===== src/rtl/txr_pkg.sv =====
package txr_pkg;
    localparam int BAW = 24;

    // word offsets within one descriptor
    localparam int W_ALO  = 0;
    localparam int W_STAT = 1;
    localparam int W_SIZE = 2;
    localparam int W_TDR  = 3;

    // status byte bits
    localparam int ST_OWN  = 7;
    localparam int ST_ERR  = 6;
    localparam int ST_MORE = 4;
    localparam int ST_ONE  = 3;
    localparam int ST_DEF  = 2;

    // status2 bits
    localparam int S2_RTRY = 0;
    localparam int S2_LCAR = 1;
    localparam int S2_LCOL = 2;
    localparam int S2_UFLO = 4;
    localparam int S2_BUFF = 5;

    // MAC outcome flag bits
    localparam int FL_DEF   = 0;
    localparam int FL_ONCE  = 1;
    localparam int FL_MULTI = 2;
    localparam int FL_RTRY  = 3;
    localparam int FL_LCAR  = 4;
    localparam int FL_LCOL  = 5;
    localparam int FL_UFLO  = 6;

    // host bits carried through a writeback: start, end, reserved bit 5
    localparam logic [7:0] KEEP_MASK = 8'h23;

    typedef enum logic [3:0] {
        S_OFF,
        S_RD_STAT,
        S_CHK_STAT,
        S_GET_LO,
        S_GET_SIZE,
        S_WB_PREV,
        S_MAC,
        S_WAIT_RSP,
        S_WB_W3,
        S_WB_W1,
        S_BE_W3,
        S_BE_W1,
        S_WAIT_DEM,
        S_HALT
    } txr_state_e;
endpackage


===== src/rtl/txr_ring_ptr.sv =====
module txr_ring_ptr #(
    parameter int AW = 24,
    parameter int CW = 3,
    localparam int IW = (1 << CW) - 1
) (
    input  logic          clk,
    input  logic          rst_n,
    input  logic          clear,
    input  logic          step,
    input  logic [AW-1:0] ring_base,
    input  logic [CW-1:0] len_code,
    output logic [AW-1:0] desc_base
);
    logic [IW-1:0] idx_d, idx_q;
    logic [IW-1:0] wrap_mask;

    always_comb begin
        wrap_mask = IW'((IW+1)'(1) << len_code) - IW'(1);
        idx_d     = idx_q;
        if (clear) begin
            idx_d = '0;
        end else if (step) begin
            idx_d = (idx_q + IW'(1)) & wrap_mask;
        end
        desc_base = (ring_base & ~AW'(3)) + AW'({idx_q, 2'b00});
    end

    always_ff @(posedge clk or negedge rst_n) begin
        if (!rst_n) begin
            idx_q <= '0;
        end else begin
            idx_q <= idx_d;
        end
    end
endmodule


===== src/rtl/txr_status_fmt.sv =====
module txr_status_fmt
    import txr_pkg::*;
(
    input  logic [7:0]  stat_in,
    input  logic [6:0]  flags,
    input  logic [9:0]  tdr,
    output logic [7:0]  done_stat,
    output logic [15:0] done_w3,
    output logic [7:0]  link_stat,
    output logic [7:0]  be_stat,
    output logic [15:0] be_w3,
    output logic        stop_tx
);
    logic [5:0] s2;

    always_comb begin
        s2          = '0;
        s2[S2_RTRY] = flags[FL_RTRY];
        s2[S2_LCAR] = flags[FL_LCAR];
        s2[S2_LCOL] = flags[FL_LCOL];
        s2[S2_UFLO] = flags[FL_UFLO];

        link_stat = stat_in & KEEP_MASK;

        done_stat          = link_stat;
        done_stat[ST_DEF]  = flags[FL_DEF];
        done_stat[ST_ONE]  = flags[FL_ONCE];
        done_stat[ST_MORE] = flags[FL_MULTI];
        done_stat[ST_ERR]  = |s2;
        done_w3            = {s2, tdr};

        be_stat         = link_stat;
        be_stat[ST_ERR] = 1'b1;
        be_w3           = 16'(1) << (10 + S2_BUFF);

        stop_tx = flags[FL_RTRY] | flags[FL_UFLO];
    end
endmodule


===== src/rtl/txr_ctrl.sv =====
module txr_ctrl
    import txr_pkg::*;
#(
    parameter int AW = 24
) (
    input  logic           clk,
    input  logic           rst_n,
    input  logic           run,
    input  logic           tx_demand,
    input  logic [AW-1:0]  cur_base,
    output logic           step,
    output logic           mem_req,
    output logic           mem_we,
    output logic [AW-1:0]  mem_addr,
    output logic [15:0]    mem_wdata,
    input  logic [15:0]    mem_rdata,
    input  logic           mem_rd_err,
    output logic           mac_req_valid,
    input  logic           mac_req_ready,
    output logic [BAW-1:0] mac_buf_addr,
    output logic [11:0]    mac_buf_len,
    output logic           mac_sop,
    output logic           mac_eop,
    input  logic           mac_rsp_valid,
    input  logic [6:0]     mac_rsp_flags,
    input  logic [9:0]     mac_rsp_tdr,
    output logic [7:0]     fmt_stat,
    output logic [6:0]     fmt_flags,
    output logic [9:0]     fmt_tdr,
    input  logic [7:0]     done_stat,
    input  logic [15:0]    done_w3,
    input  logic [7:0]     link_stat,
    input  logic [7:0]     be_stat,
    input  logic [15:0]    be_w3,
    input  logic           stop_tx,
    output logic           tx_done,
    output logic           mem_error,
    output logic           tx_off
);
    typedef struct packed {
        txr_state_e    state;
        logic [15:0]   cur_w1;
        logic [15:0]   cur_lo;
        logic [11:0]   cur_size;
        logic [AW-1:0] prev_base;
        logic [15:0]   prev_w1;
        logic          in_frame;
        logic [6:0]    flags;
        logic [9:0]    tdr;
        logic          done;
        logic          merr;
    } ctrl_t;

    ctrl_t r_q, r_d;

    always_comb begin
        r_d       = r_q;
        r_d.done  = 1'b0;
        r_d.merr  = 1'b0;
        step      = 1'b0;
        mem_req   = 1'b0;
        mem_we    = 1'b0;
        mem_addr  = cur_base;
        mem_wdata = '0;
        mac_req_valid = 1'b0;
        fmt_stat  = r_q.cur_w1[15:8];

        unique case (r_q.state)
            S_OFF: begin
                if (run) r_d.state = S_RD_STAT;
            end
            S_RD_STAT: begin
                mem_req   = 1'b1;
                mem_addr  = cur_base + AW'(W_STAT);
                r_d.state = S_CHK_STAT;
            end
            S_CHK_STAT: begin
                // address word is fetched speculatively
                mem_req  = 1'b1;
                mem_addr = cur_base + AW'(W_ALO);
                if (mem_rd_err) begin
                    r_d.merr  = 1'b1;
                    r_d.state = S_HALT;
                end else if (!mem_rdata[8+ST_OWN]) begin
                    r_d.state = r_q.in_frame ? S_BE_W3 : S_WAIT_DEM;
                end else begin
                    r_d.cur_w1 = mem_rdata;
                    r_d.state  = S_GET_LO;
                end
            end
            S_GET_LO: begin
                mem_req  = 1'b1;
                mem_addr = cur_base + AW'(W_SIZE);
                if (mem_rd_err) begin
                    r_d.merr  = 1'b1;
                    r_d.state = S_HALT;
                end else begin
                    r_d.cur_lo = mem_rdata;
                    r_d.state  = S_GET_SIZE;
                end
            end
            S_GET_SIZE: begin
                if (mem_rd_err) begin
                    r_d.merr  = 1'b1;
                    r_d.state = S_HALT;
                end else begin
                    r_d.cur_size = mem_rdata[11:0];
                    r_d.state    = r_q.in_frame ? S_WB_PREV : S_MAC;
                end
            end
            S_WB_PREV: begin
                fmt_stat  = r_q.prev_w1[15:8];
                mem_req   = 1'b1;
                mem_we    = 1'b1;
                mem_addr  = r_q.prev_base + AW'(W_STAT);
                mem_wdata = {link_stat, r_q.prev_w1[7:0]};
                r_d.state = S_MAC;
            end
            S_MAC: begin
                mac_req_valid = 1'b1;
                if (mac_req_ready) begin
                    if (r_q.cur_w1[8]) begin
                        r_d.in_frame = 1'b0;
                        r_d.state    = S_WAIT_RSP;
                    end else begin
                        r_d.prev_base = cur_base;
                        r_d.prev_w1   = r_q.cur_w1;
                        r_d.in_frame  = 1'b1;
                        step          = 1'b1;
                        r_d.state     = S_RD_STAT;
                    end
                end
            end
            S_WAIT_RSP: begin
                if (mac_rsp_valid) begin
                    r_d.flags = mac_rsp_flags;
                    r_d.tdr   = mac_rsp_tdr;
                    r_d.state = S_WB_W3;
                end
            end
            S_WB_W3: begin
                mem_req   = 1'b1;
                mem_we    = 1'b1;
                mem_addr  = cur_base + AW'(W_TDR);
                mem_wdata = done_w3;
                r_d.state = S_WB_W1;
            end
            S_WB_W1: begin
                mem_req   = 1'b1;
                mem_we    = 1'b1;
                mem_addr  = cur_base + AW'(W_STAT);
                mem_wdata = {done_stat, r_q.cur_w1[7:0]};
                r_d.done  = 1'b1;
                step      = 1'b1;
                r_d.state = stop_tx ? S_HALT : S_RD_STAT;
            end
            S_BE_W3: begin
                fmt_stat  = r_q.prev_w1[15:8];
                mem_req   = 1'b1;
                mem_we    = 1'b1;
                mem_addr  = r_q.prev_base + AW'(W_TDR);
                mem_wdata = be_w3;
                r_d.state = S_BE_W1;
            end
            S_BE_W1: begin
                fmt_stat     = r_q.prev_w1[15:8];
                mem_req      = 1'b1;
                mem_we       = 1'b1;
                mem_addr     = r_q.prev_base + AW'(W_STAT);
                mem_wdata    = {be_stat, r_q.prev_w1[7:0]};
                r_d.in_frame = 1'b0;
                r_d.state    = S_HALT;
            end
            S_WAIT_DEM: begin
                if (tx_demand) r_d.state = S_RD_STAT;
            end
            S_HALT: begin
                r_d.state = S_HALT;
            end
            default: r_d.state = S_OFF;
        endcase

        if (!run) begin
            r_d.state    = S_OFF;
            r_d.in_frame = 1'b0;
        end
    end

    always_ff @(posedge clk or negedge rst_n) begin
        if (!rst_n) begin
            r_q <= '{state: S_OFF, default: '0};
        end else begin
            r_q <= r_d;
        end
    end

    assign fmt_flags    = r_q.flags;
    assign fmt_tdr      = r_q.tdr;
    assign mac_buf_addr = {r_q.cur_w1[7:0], r_q.cur_lo};
    assign mac_buf_len  = 12'd0 - r_q.cur_size;
    assign mac_sop      = r_q.cur_w1[9];
    assign mac_eop      = r_q.cur_w1[8];
    assign tx_done      = r_q.done;
    assign mem_error    = r_q.merr;
    assign tx_off       = (r_q.state == S_HALT);
endmodule


===== src/rtl/tx_ring_engine.sv =====
module tx_ring_engine
    import txr_pkg::*;
#(
    parameter int AW = 24
) (
    input  logic           clk,
    input  logic           rst_n,
    input  logic           run,
    input  logic           tx_demand,
    input  logic [AW-1:0]  ring_base,
    input  logic [2:0]     ring_len_code,
    output logic           mem_req,
    output logic           mem_we,
    output logic [AW-1:0]  mem_addr,
    output logic [15:0]    mem_wdata,
    input  logic [15:0]    mem_rdata,
    input  logic           mem_rd_err,
    output logic           mac_req_valid,
    input  logic           mac_req_ready,
    output logic [BAW-1:0] mac_buf_addr,
    output logic [11:0]    mac_buf_len,
    output logic           mac_sop,
    output logic           mac_eop,
    input  logic           mac_rsp_valid,
    input  logic [6:0]     mac_rsp_flags,
    input  logic [9:0]     mac_rsp_tdr,
    output logic           tx_done,
    output logic           mem_error,
    output logic           tx_off
);
    logic [AW-1:0] cur_base;
    logic          step;
    logic [7:0]    fmt_stat;
    logic [6:0]    fmt_flags;
    logic [9:0]    fmt_tdr;
    logic [7:0]    done_stat, link_stat, be_stat;
    logic [15:0]   done_w3, be_w3;
    logic          stop_tx;

    txr_ring_ptr #(.AW(AW), .CW(3)) u_ptr (
        .clk       (clk),
        .rst_n     (rst_n),
        .clear     (!run),
        .step      (step),
        .ring_base (ring_base),
        .len_code  (ring_len_code),
        .desc_base (cur_base)
    );

    txr_status_fmt u_fmt (
        .stat_in   (fmt_stat),
        .flags     (fmt_flags),
        .tdr       (fmt_tdr),
        .done_stat (done_stat),
        .done_w3   (done_w3),
        .link_stat (link_stat),
        .be_stat   (be_stat),
        .be_w3     (be_w3),
        .stop_tx   (stop_tx)
    );

    txr_ctrl #(.AW(AW)) u_ctrl (
        .clk           (clk),
        .rst_n         (rst_n),
        .run           (run),
        .tx_demand     (tx_demand),
        .cur_base      (cur_base),
        .step          (step),
        .mem_req       (mem_req),
        .mem_we        (mem_we),
        .mem_addr      (mem_addr),
        .mem_wdata     (mem_wdata),
        .mem_rdata     (mem_rdata),
        .mem_rd_err    (mem_rd_err),
        .mac_req_valid (mac_req_valid),
        .mac_req_ready (mac_req_ready),
        .mac_buf_addr  (mac_buf_addr),
        .mac_buf_len   (mac_buf_len),
        .mac_sop       (mac_sop),
        .mac_eop       (mac_eop),
        .mac_rsp_valid (mac_rsp_valid),
        .mac_rsp_flags (mac_rsp_flags),
        .mac_rsp_tdr   (mac_rsp_tdr),
        .fmt_stat      (fmt_stat),
        .fmt_flags     (fmt_flags),
        .fmt_tdr       (fmt_tdr),
        .done_stat     (done_stat),
        .done_w3       (done_w3),
        .link_stat     (link_stat),
        .be_stat       (be_stat),
        .be_w3         (be_w3),
        .stop_tx       (stop_tx),
        .tx_done       (tx_done),
        .mem_error     (mem_error),
        .tx_off        (tx_off)
    );
endmodule


===== config.mk =====
export PLATFORM = sky130hd
export DESIGN_NAME = tx_ring_engine
export DESIGN_NICKNAME = d
export VERILOG_FILES = /design/src/rtl/txr_pkg.sv /design/src/rtl/txr_ring_ptr.sv /design/src/rtl/txr_status_fmt.sv /design/src/rtl/txr_ctrl.sv /design/src/rtl/tx_ring_engine.sv
export SDC_FILE = /design/constraint.sdc
export NUM_CORES = 1
export LEC_CHECK = 0
export CORE_ASPECT_RATIO = 0.7
export CORE_MARGIN = 4
export CORE_UTILIZATION = 55
export CTS_CLUSTER_DIAMETER = 120
export DETAILED_ROUTE_END_ITERATION = 16
export DONT_BUFFER_PORTS = 1
export GPL_TIMING_DRIVEN = 0
export PLACE_DENSITY = 0.76
export SYNTH_ARGS = -nofsm -noshare
export SYNTH_HDL_FRONTEND = slang
export SYNTH_SLANG_ARGS = --single-unit

===== constraint.sdc =====
create_clock -name clk -period 2.6 [get_ports clk]
set_clock_uncertainty 0.1 [all_clocks]
set_input_delay 0.26 -clock clk [delete_from_list [all_inputs] [get_ports clk]]
set_output_delay 0.26 -clock clk [all_outputs]
set_load 0.1 [all_outputs]

==> Word level (Yosys, flattened, before mapping) <==
Index checks and enable logic that the tools add are counted.
W data, S select, Z words.
{ "totals": {"ff_bits": 114, "word_cells": 89, "in_bits": 67, "out_inout_bits": 84} }
{ "op_classes": {"n_mux": 30, "shifts": 1, "n_bitwise": 4, "reduce_logical": 15, "eq_ne": 18, "addsub": 9} }
{ "ops": {"columns": ["operator", "count"], "rows": [
  ["$pmux W24 S5", 1],
  ["$pmux W16 S5", 1],
  ["$add A24 B2 Y24 const B", 3],
  ["$pmux W4 S13", 1],
  ["$add A24 B1 Y24 const B", 2],
  ["$mux W4", 9],
  ["$add A24 B9 Y24", 1],
  ["$eq A4 B4 Y1 const B", 6],
  ["$eq A4 B3 Y1 const B", 4],
  ["$mux W7", 2],
  ["$sub A1 B12 Y12 const A", 1],
  ["$mux W1", 10],
  ["$ne A3 B3 Y1 const B", 3],
  ["$reduce_and A3 Y1", 3],
  ["$eq A4 B2 Y1 const B", 2],
  ["$reduce_and A2 Y1", 4],
  ["$reduce_or A8 Y1", 1],
  ["$add A7 B1 Y7 const B", 1],
  ["$and A7 B7 Y7", 1],
  ["$shl A1 B3 Y7 const A", 1],
  ["$sub A7 B2 Y7 const B", 1],
  ["$mux W3", 2],
  ["$mux W6", 1],
  ["$reduce_or A2 Y1", 3],
  ["11 further kinds", 13]
]} }

==> Logic depth before layout (Yosys ltp) <==
Gate-level depths: netlist of run 1.
{ "depth": {"depth_word": 5, "depth_mapped": 9, "mapped_depth_nobuf": 8} }

==> Modules after synthesis <==
A second synthesis of run 1 with hierarchy kept.
{ "unflattened": {"cells_unflattened": 1141, "area_unflattened_um2": 9952.0} }
{ "by_module_without_submodules": {"columns": ["mod", "cells_each", "seq_area_each_um2", "instances", "area_per_inst_um2"], "rows": [
  ["txr_ctrl", 940, 2677.6, 1, 8449.4],
  ["txr_ring_ptr", 141, 175.2, 1, 1064.8],
  ["txr_status_fmt", 59, 0.0, 1, 434.2],
  ["tx_ring_engine", 1, 0.0, 1, 3.8]
]} }

==> Worst setup path before layout of run 1 <==
No wires, ideal clock.
{ "synth_timing": {"path_kind": "register -> output", "from": "reg u_ptr.idx_q[0]", "to": "out mem_addr[10]", "path_slack_ns": -1.640, "arrival_ns": 3.880, "stages_incl_launch_ff": 9, "path_buffers": 0, "path_cell_list": "dfrtp_1 ha_1 inv_1 fa_1 nand2b_1 a21oi_2 o221ai_1 xor2_1 o21ai_0"} }
{ "synth_via": {"elab_chain_len": 3} }
{ "synth_rtl": {"columns": ["element", "line_no", "text"], "rows": [
  ["start, declared", "txr_ring_ptr.sv:14", "logic [IW-1:0] idx_d, idx_q;"],
  ["start signal, assigned", "txr_ring_ptr.sv:32", "idx_q <= idx_d;"],
  ["$add A24 B9 Y24 (*)", "txr_ring_ptr.sv:25", "desc_base = (ring_base & ~AW'(3)) + AW'({idx_q, 2'b00});"],
  ["$add A24 B1 Y24 (tied with other cells)", "txr_ctrl.sv:74, txr_ctrl.sv:151", null],
  ["$pmux W24 S5 (*)", "txr_ctrl.sv:68", "unique case (r_q.state)"],
  ["end, declared", "tx_ring_engine.sv:14", "output logic [AW-1:0] mem_addr,"]
]} }
Mark *: on every way between the ends. The rest lies on a longest branch, timed or not.

==> Final worst setup path of run 1 <==
{ "layout_timing": {"from": "reg u_ptr.idx_q[0]", "to": "out mem_addr[22]"} }
Same word-level chain as after synthesis.

==> results of run 1 <==
## what timing repair did
item                                    CTS  global route
pin swaps                                32            31
endpoints found under the setup margin   41            41
hold endpoints to repair                159           102
gates resized for setup                  82            43
buffers inserted                         22            22
gates cloned                              0             1
## area by class of cell
| type | count | area, um^2 |
|---|---|---|
| multi-input cells | 416 | 3722 |
| clock buffers | 9 | 225.2 |
| clock inverters | 6 | 62.56 |
| inverters | 22 | 82.58 |
| well taps | 132 | 165.2 |
| diodes | 1 | 2.502 |
| flip-flops and latches | 102 | 2559 |
| plain buffers | 56 | 410.4 |
| fillers | 650 | 2457 |
| repair buffers | 77 | 708.2 |
## path summary, 6_finish.rpt
kind / startpoint / end / depth (start not counted)
worst max-delay path: u_ptr.idx_q[0]$_DFFE_PN0P_ / mem_addr[22] / 9
worst min-delay path: rst_n / u_ctrl.mac_buf_addr[12]$_DFFE_PN0P_ / 0
worst max register to register: u_ctrl.mac_eop$_DFFE_PN0P_ / u_ctrl.r_q[29]$_DFFE_PN0P_ / 6
worst min register to register: u_ctrl.r_q[55]$_DFFE_PN0P_ / u_ctrl.r_q[55]$_DFFE_PN0P_ / 2
max in group asynchronous: rst_n / u_ptr.idx_q[3]$_DFFE_PN0P_ / 0
min in group clk: ring_len_code[2] / u_ptr.idx_q[3]$_DFFE_PN0P_ / 2
## synthesized netlist by cell type (all sizes together), types with 5 or more instances
cell type  instances
dfrtp            102
nand2             91
mux2              70
buf               51
o21ai             44
nor2              23
inv               22
nor3              20
xnor2             17
xor2              15
a21oi             14
nand2b            12
ha                10
a22o               9
a222oi             8
nand3              8
o211ai             7
clkbuf             6
nor2b              5
nor4               5
## flip-flops by register name, indices dropped and copies added (netlist names)
name / count
u_ctrl.mac_sop: 1
u_ptr.idx_q: 7
u_ctrl.tx_done: 1
u_ctrl.mem_error: 1
u_ctrl.r_q: 50
u_ctrl.mac_eop: 1
u_ctrl.fmt_flags: 7
u_ctrl.fmt_tdr: 10
u_ctrl.mac_buf_addr: 24
## logic make-up after synthesis
kind of cell | synth area share
and+or+nand+nor | 0.1479
AOI/OAI and AO/OA | 0.1343
DFF | 0.4322
buffers and inverters | 0.07500
muxes | 0.1386
xor gates and xnor gates | 0.04746
adders and majority gates | 0.02458
## worst max-delay path: stages, from the launching register on
cell and delay (ps):
dfrtp_1 380, ha_2 200, inv_2 40, fa_2 330
nand2b_4 170, a21oi_4 160, buf_12 150, o2111ai_2 130
xor2_2 230, o21ai_4 570
## metrics by stage
step	instances	TNS [ps]	setup WS, ps
5_1_grt	821	-6580	-574.1
4_1_cts	799	-4177	-421.9
6_report	821	-5215	-471.1
2_1_floorplan	597	-261.8	-250.3
3_3_place_gp	729	-6970	-436.4
3_5_place_dp	729	-7728	-466.1
## power breakdown
part	total [uW]	internal, uW	switching [uW]	leakage, uW
Sequential	2970	2210	762	0.00132
Combinational	6570	1650	4920	0.00206
Clock	1330	741	587	0.000145
Total	10900	4600	6270	0.00353
## layer usage
layer  GRT usage  up-vias  wire length, um  part of all wire
met1      0.3458     2536             7398              0.41
met4      0.1040        0              546             0.031
met3     0.07188       49             1256             0.070
li1            -     2247                -                 -
met5           0        -                0                 0
met2      0.4636      250             8690              0.49
==> flow_summary.toml, run 1 <==
[logic_synthesis]
netlist_instances = 597
synth_cell_type_count = 59
ys_ff_latch = 102
ys_seq_area_frac = 0.4322
synthTopCellsByArea = "dfrtp_1 (43%), mux2_2 (13%), nand2_1 (5.7%)"
netlist_area_um2 = 5906
synth_nets = 675
synth_area_per_cell_um2 = 9.892
synth_top_flop_cell = "dfrtp_1"
ys_warn_count = 0
synth_top_cell_by_area = "dfrtp_1"
synthArstFlopShare = 1.000
synth_top_area_frac = 0.4322
synth_edf_count = 0

[power]
leakagePower_uw = 0.003528
power_density_nw_per_um2 = 1370
peakVddDrop_uv = 1197
power_uw = 10870

[timing]
slew_headroom = 0.1696
slew_viol_final = 0
setup_viol = 16
hold_violations = 102
fin_ws_ps = -471.1
tightestPinTransition_ps = 1240
whs_ps = -493.5
period_needed_ps = 3071
rsz0062_at_grt = "true"
max_freq_ghz = 0.3256
period_share = 1.181

[drt]
drc_errors = 0
drt_iter0_drc = 417
wl_per_cell_um = 21.79
vias = 5082
firstDrtPassIters = 5
wirelength_mm = 17.89
drt-vias-per-instance = 6.190
postRouteAntennaNets = 0

[setup_path]
timing_worst_setup_path_type = "flop to output pin"
r2r_slack_ps = 160
cp.required_ps = 2240
arrival_ps = 2710
worstSetupEndpointType = "output pin"
worst_setup_path_start_kind = "flop"
cp_max_fo = 8

[clock_network]
htreeDepth = 3
clock-root-buffer = "clkbuf_16"
cts.clk_slew.worst_paths_ps = 70
clock_path_buffers = 2
cts_made_buffers = 9
cts_tree = "yes"
clock_latency_ps = 340
clock_sinks = 102
ctsHoldBuffers = 34

[placed_design]
dpl.hpwl_mm = 11.55
port_buffers = 0
gp_congestion = 0.9291
placedInstanceArea_um2 = 6335

[grt]
grt_max_degree = 103
grt_pass1_wl_mm = 27.11
antenna_found_initial = 1
grt_pass1_vias = 5132
grt.total_usage = 0.2749
grt.overflow.total = 0

[final_layout]
nets = 762
mostFrequentLayoutCells = "dfrtp_1 (97), nand2_1 (88), buf_4 (66)"
fin_area_um2 = 7938
syn_to_final_growth_pct = 34.41
utilization = 0.7636
drive_above_1_share = 0.4099
final_common_cell = "dfrtp_1"

[outcome]
status = "finished, violations left"
violations = "negative hold slack, negative setup slack"

[die]
die_h_um = 94.70
fp.dieW_um = 131.9
num_io_pins = 151
rows = 31
core_um2 = 10400
die_area_um2 = 12490
initial_utilization = 0.5681

[flow_run]
drv_cap = 0

[hold_path]
min_path_type = "input pin to asynchronous set/reset pin"
(Power assumes the default switching activity.)
==> run 2: changes to the inputs <==
--- a/config.mk
+++ b/config.mk
@@ -6,13 +6,14 @@
 export NUM_CORES = 1
 export LEC_CHECK = 0
 export CORE_ASPECT_RATIO = 0.7
-export CORE_MARGIN = 4
+export CORE_MARGIN = 3
 export CORE_UTILIZATION = 55
 export CTS_CLUSTER_DIAMETER = 120
 export DETAILED_ROUTE_END_ITERATION = 16
 export DONT_BUFFER_PORTS = 1
 export GPL_TIMING_DRIVEN = 0
 export PLACE_DENSITY = 0.76
+export SLEW_MARGIN = 20
 export SYNTH_ARGS = -nofsm -noshare
 export SYNTH_HDL_FRONTEND = slang
 export SYNTH_SLANG_ARGS = --single-unit
==> run 2 against run 1 <==
Against the previous run: the run still ends with negative hold slack, negative setup slack left; count of clock-buffer cells in the layout increased by 1; global-route usage down 0.11 points; sequential share of layout area rose by 1.3 points; wire length shrank 8.3%; worst hold slack better by 2.4 ps.
==> flow_summary.toml, run 2 (synthesized netlist as in run 1, its figures left out) <==
[timing]
period_needed_ps = 3089
setup_viol = 18
fin_ws_ps = -488.7
tns_ps = -5748
rsz0062_at_grt = "true"
slew_headroom = 0.2096
hold_violations = 102
tightestPinTransition_ps = 1185
slew_viol_final = 0
period_share = 1.188
whs_ps = -491.1
max_freq_ghz = 0.3238

[clock_network]
clock_path_buffers = 2
cts_tree = "yes"
cts.clk_slew.worst_paths_ps = 70
clock_latency_ps = 340
clock-root-buffer = "clkbuf_16"
clock_sinks = 102
cts_made_buffers = 9
htreeDepth = 3
ctsHoldBuffers = 34

[setup_path]
r2r_cells = 6
cpMaxStageDelayCell = "o21ai_4"
arrival_ps = 2730
worst_setup_path_start_kind = "flop"
worstSetupEndpointType = "output pin"
cp_max_fo = 8
cp.required_ps = 2240
cp_cell_sequence = "ha_4 > inv_2 > fa_2 > nand2b_4 > a21oi_4 > buf_12 > o221ai_2 > xor2_1 > o21ai_4"
max_stage_delay_ps = 600
timing_worst_setup_path_type = "flop to output pin"

[final_layout]
drive_above_1_share = 0.3698
final_common_cell = "dfrtp_1"
multi_input_area_um2 = 3531
final-seq-area_um2 = 2559
mostFrequentLayoutCells = "dfrtp_1 (97), nand2_1 (90), mux2_2 (61)"
largest_reg_flops = 50
nets = 742
diodes = 0
fillCellCount = 699
max_flop_register = "u_ctrl.r_q"
syn_to_final_growth_pct = 29.26
fin_area_um2 = 7634

[hold_path]
min_path_type = "input pin to asynchronous set/reset pin"

[die]
fp.dieW_um = 129.9
die_h_um = 92.70
die_area_um2 = 12040
initial_utilization = 0.5871
rows = 30
num_io_pins = 151
core_um2 = 10060

[placed_design]
placedInstanceArea_um2 = 6435
dpl.hpwl_mm = 11.80
gp_congestion = 0.9059
port_buffers = 0

[drt]
wirelength_mm = 16.41
wl_per_cell_um = 20.61
firstDrtPassIters = 6
postRouteAntennaNets = 0
met3RoutedLength_mm = 1.250
top_layer = "met4"
drc_errors = 0
vias = 4860
met2_length_mm = 7.877
drt-vias-per-instance = 6.106
wl_met1_mm = 7.044
drt_iter0_drc = 329

[outcome]
violations = "negative hold slack, negative setup slack"
status = "finished, violations left"

[grt]
grt.total_usage = 0.2739
grt_pass1_vias = 4951
grt_pass1_wl_mm = 26.00
grt_max_degree = 103
antenna_found_initial = 0
grt.overflow.total = 0

[flow_run]
drv_cap = 0
==> run 2: changes by cell type in the layout (fill, tap and decap cells not counted), moves of 3 or more <==
cell,change
xor2_1,+3
xnor2_4,-3
buf_8,+5
clkbuf_4,+3
nand3_1,+3
clkinv_2,-3
buf_4,-22
xnor2_1,+4
==> run 2: worst paths after layout <==
check,startpoint,to,slack (ps)
setup / recovery,u_ptr.idx_q[0]$_DFFE_PN0P_,mem_addr[10],-490
hold / removal,rst_n,u_ctrl.mac_buf_addr[12]$_DFFE_PN0P_,-490
setup reg to reg,u_ctrl.mac_eop$_DFFE_PN0P_,u_ctrl.r_q[41]$_DFFE_PN0P_,220
hold reg to reg,u_ctrl.r_q[25]$_DFFE_PN0P_,u_ctrl.r_q[25]$_DFFE_PN0P_,380
max in group asynchronous,rst_n,u_ctrl.r_q[24]$_DFFE_PN0P_,2740
min in group clk,ring_len_code[2],u_ptr.idx_q[3]$_DFFE_PN0P_,30
==> run 2: what timing repair did <==
item | CTS | global route
endpoints found under the setup margin | 38 | 41
endpoints found under the hold margin | 159 | 102
buffers inserted | 11 | 7
pin swaps | 23 | 25
resized for setup | 68 | 25
==> run 2: layout make-up <==
type                       instances  area share
tap                              128     0.02098
sequential                       102      0.3352
clock buffer                      10     0.03131
buffer                            56     0.05327
inverter                          22     0.01082
multi-input combinational        416      0.4625
timing repair buffer              57     0.07425
clock inverter                     5     0.01164
==> run 2: through the flow <==
| step | utilization | std cells | worst slack (ps) | hold WS [ps] |
|---|---|---|---|---|
| 6_report | 0.7588 | 796 | -488.7 | -491.1 |
| 5_1_grt | 0.7588 | 796 | -576.4 | -513.8 |
| 4_1_cts | 0.7443 | 790 | -479.4 | -499.1 |
| 3_5_place_dp | 0.6397 | 730 | -491.7 | -133.3 |
| 3_3_place_gp | 0.6228 | 725 | -430.4 | -133.5 |
| 2_1_floorplan | - | 597 | -250.3 | -135.6 |
==> run 2: critical path, delay by kind of cell (launching register included) <==
kind / cells / cell delay, ps
compound gates: 3 / 880
fa+ha+maj: 2 / 520
flops: 1 / 400
xor+xnor: 1 / 220
buf+inv: 2 / 190
simple gates: 1 / 170
==> run 2: metal layers <==
metal	vias to the layer above	track usage
li1	2214	-
met1	2436	0.3688
met2	187	0.4417
met3	23	0.07608
met4	0	0.06315
met5	-	0
Power of run 2 is left out: the tool's default activity adds up to more than one toggle a clock period on the data nets, which glitch-free logic cannot reach.
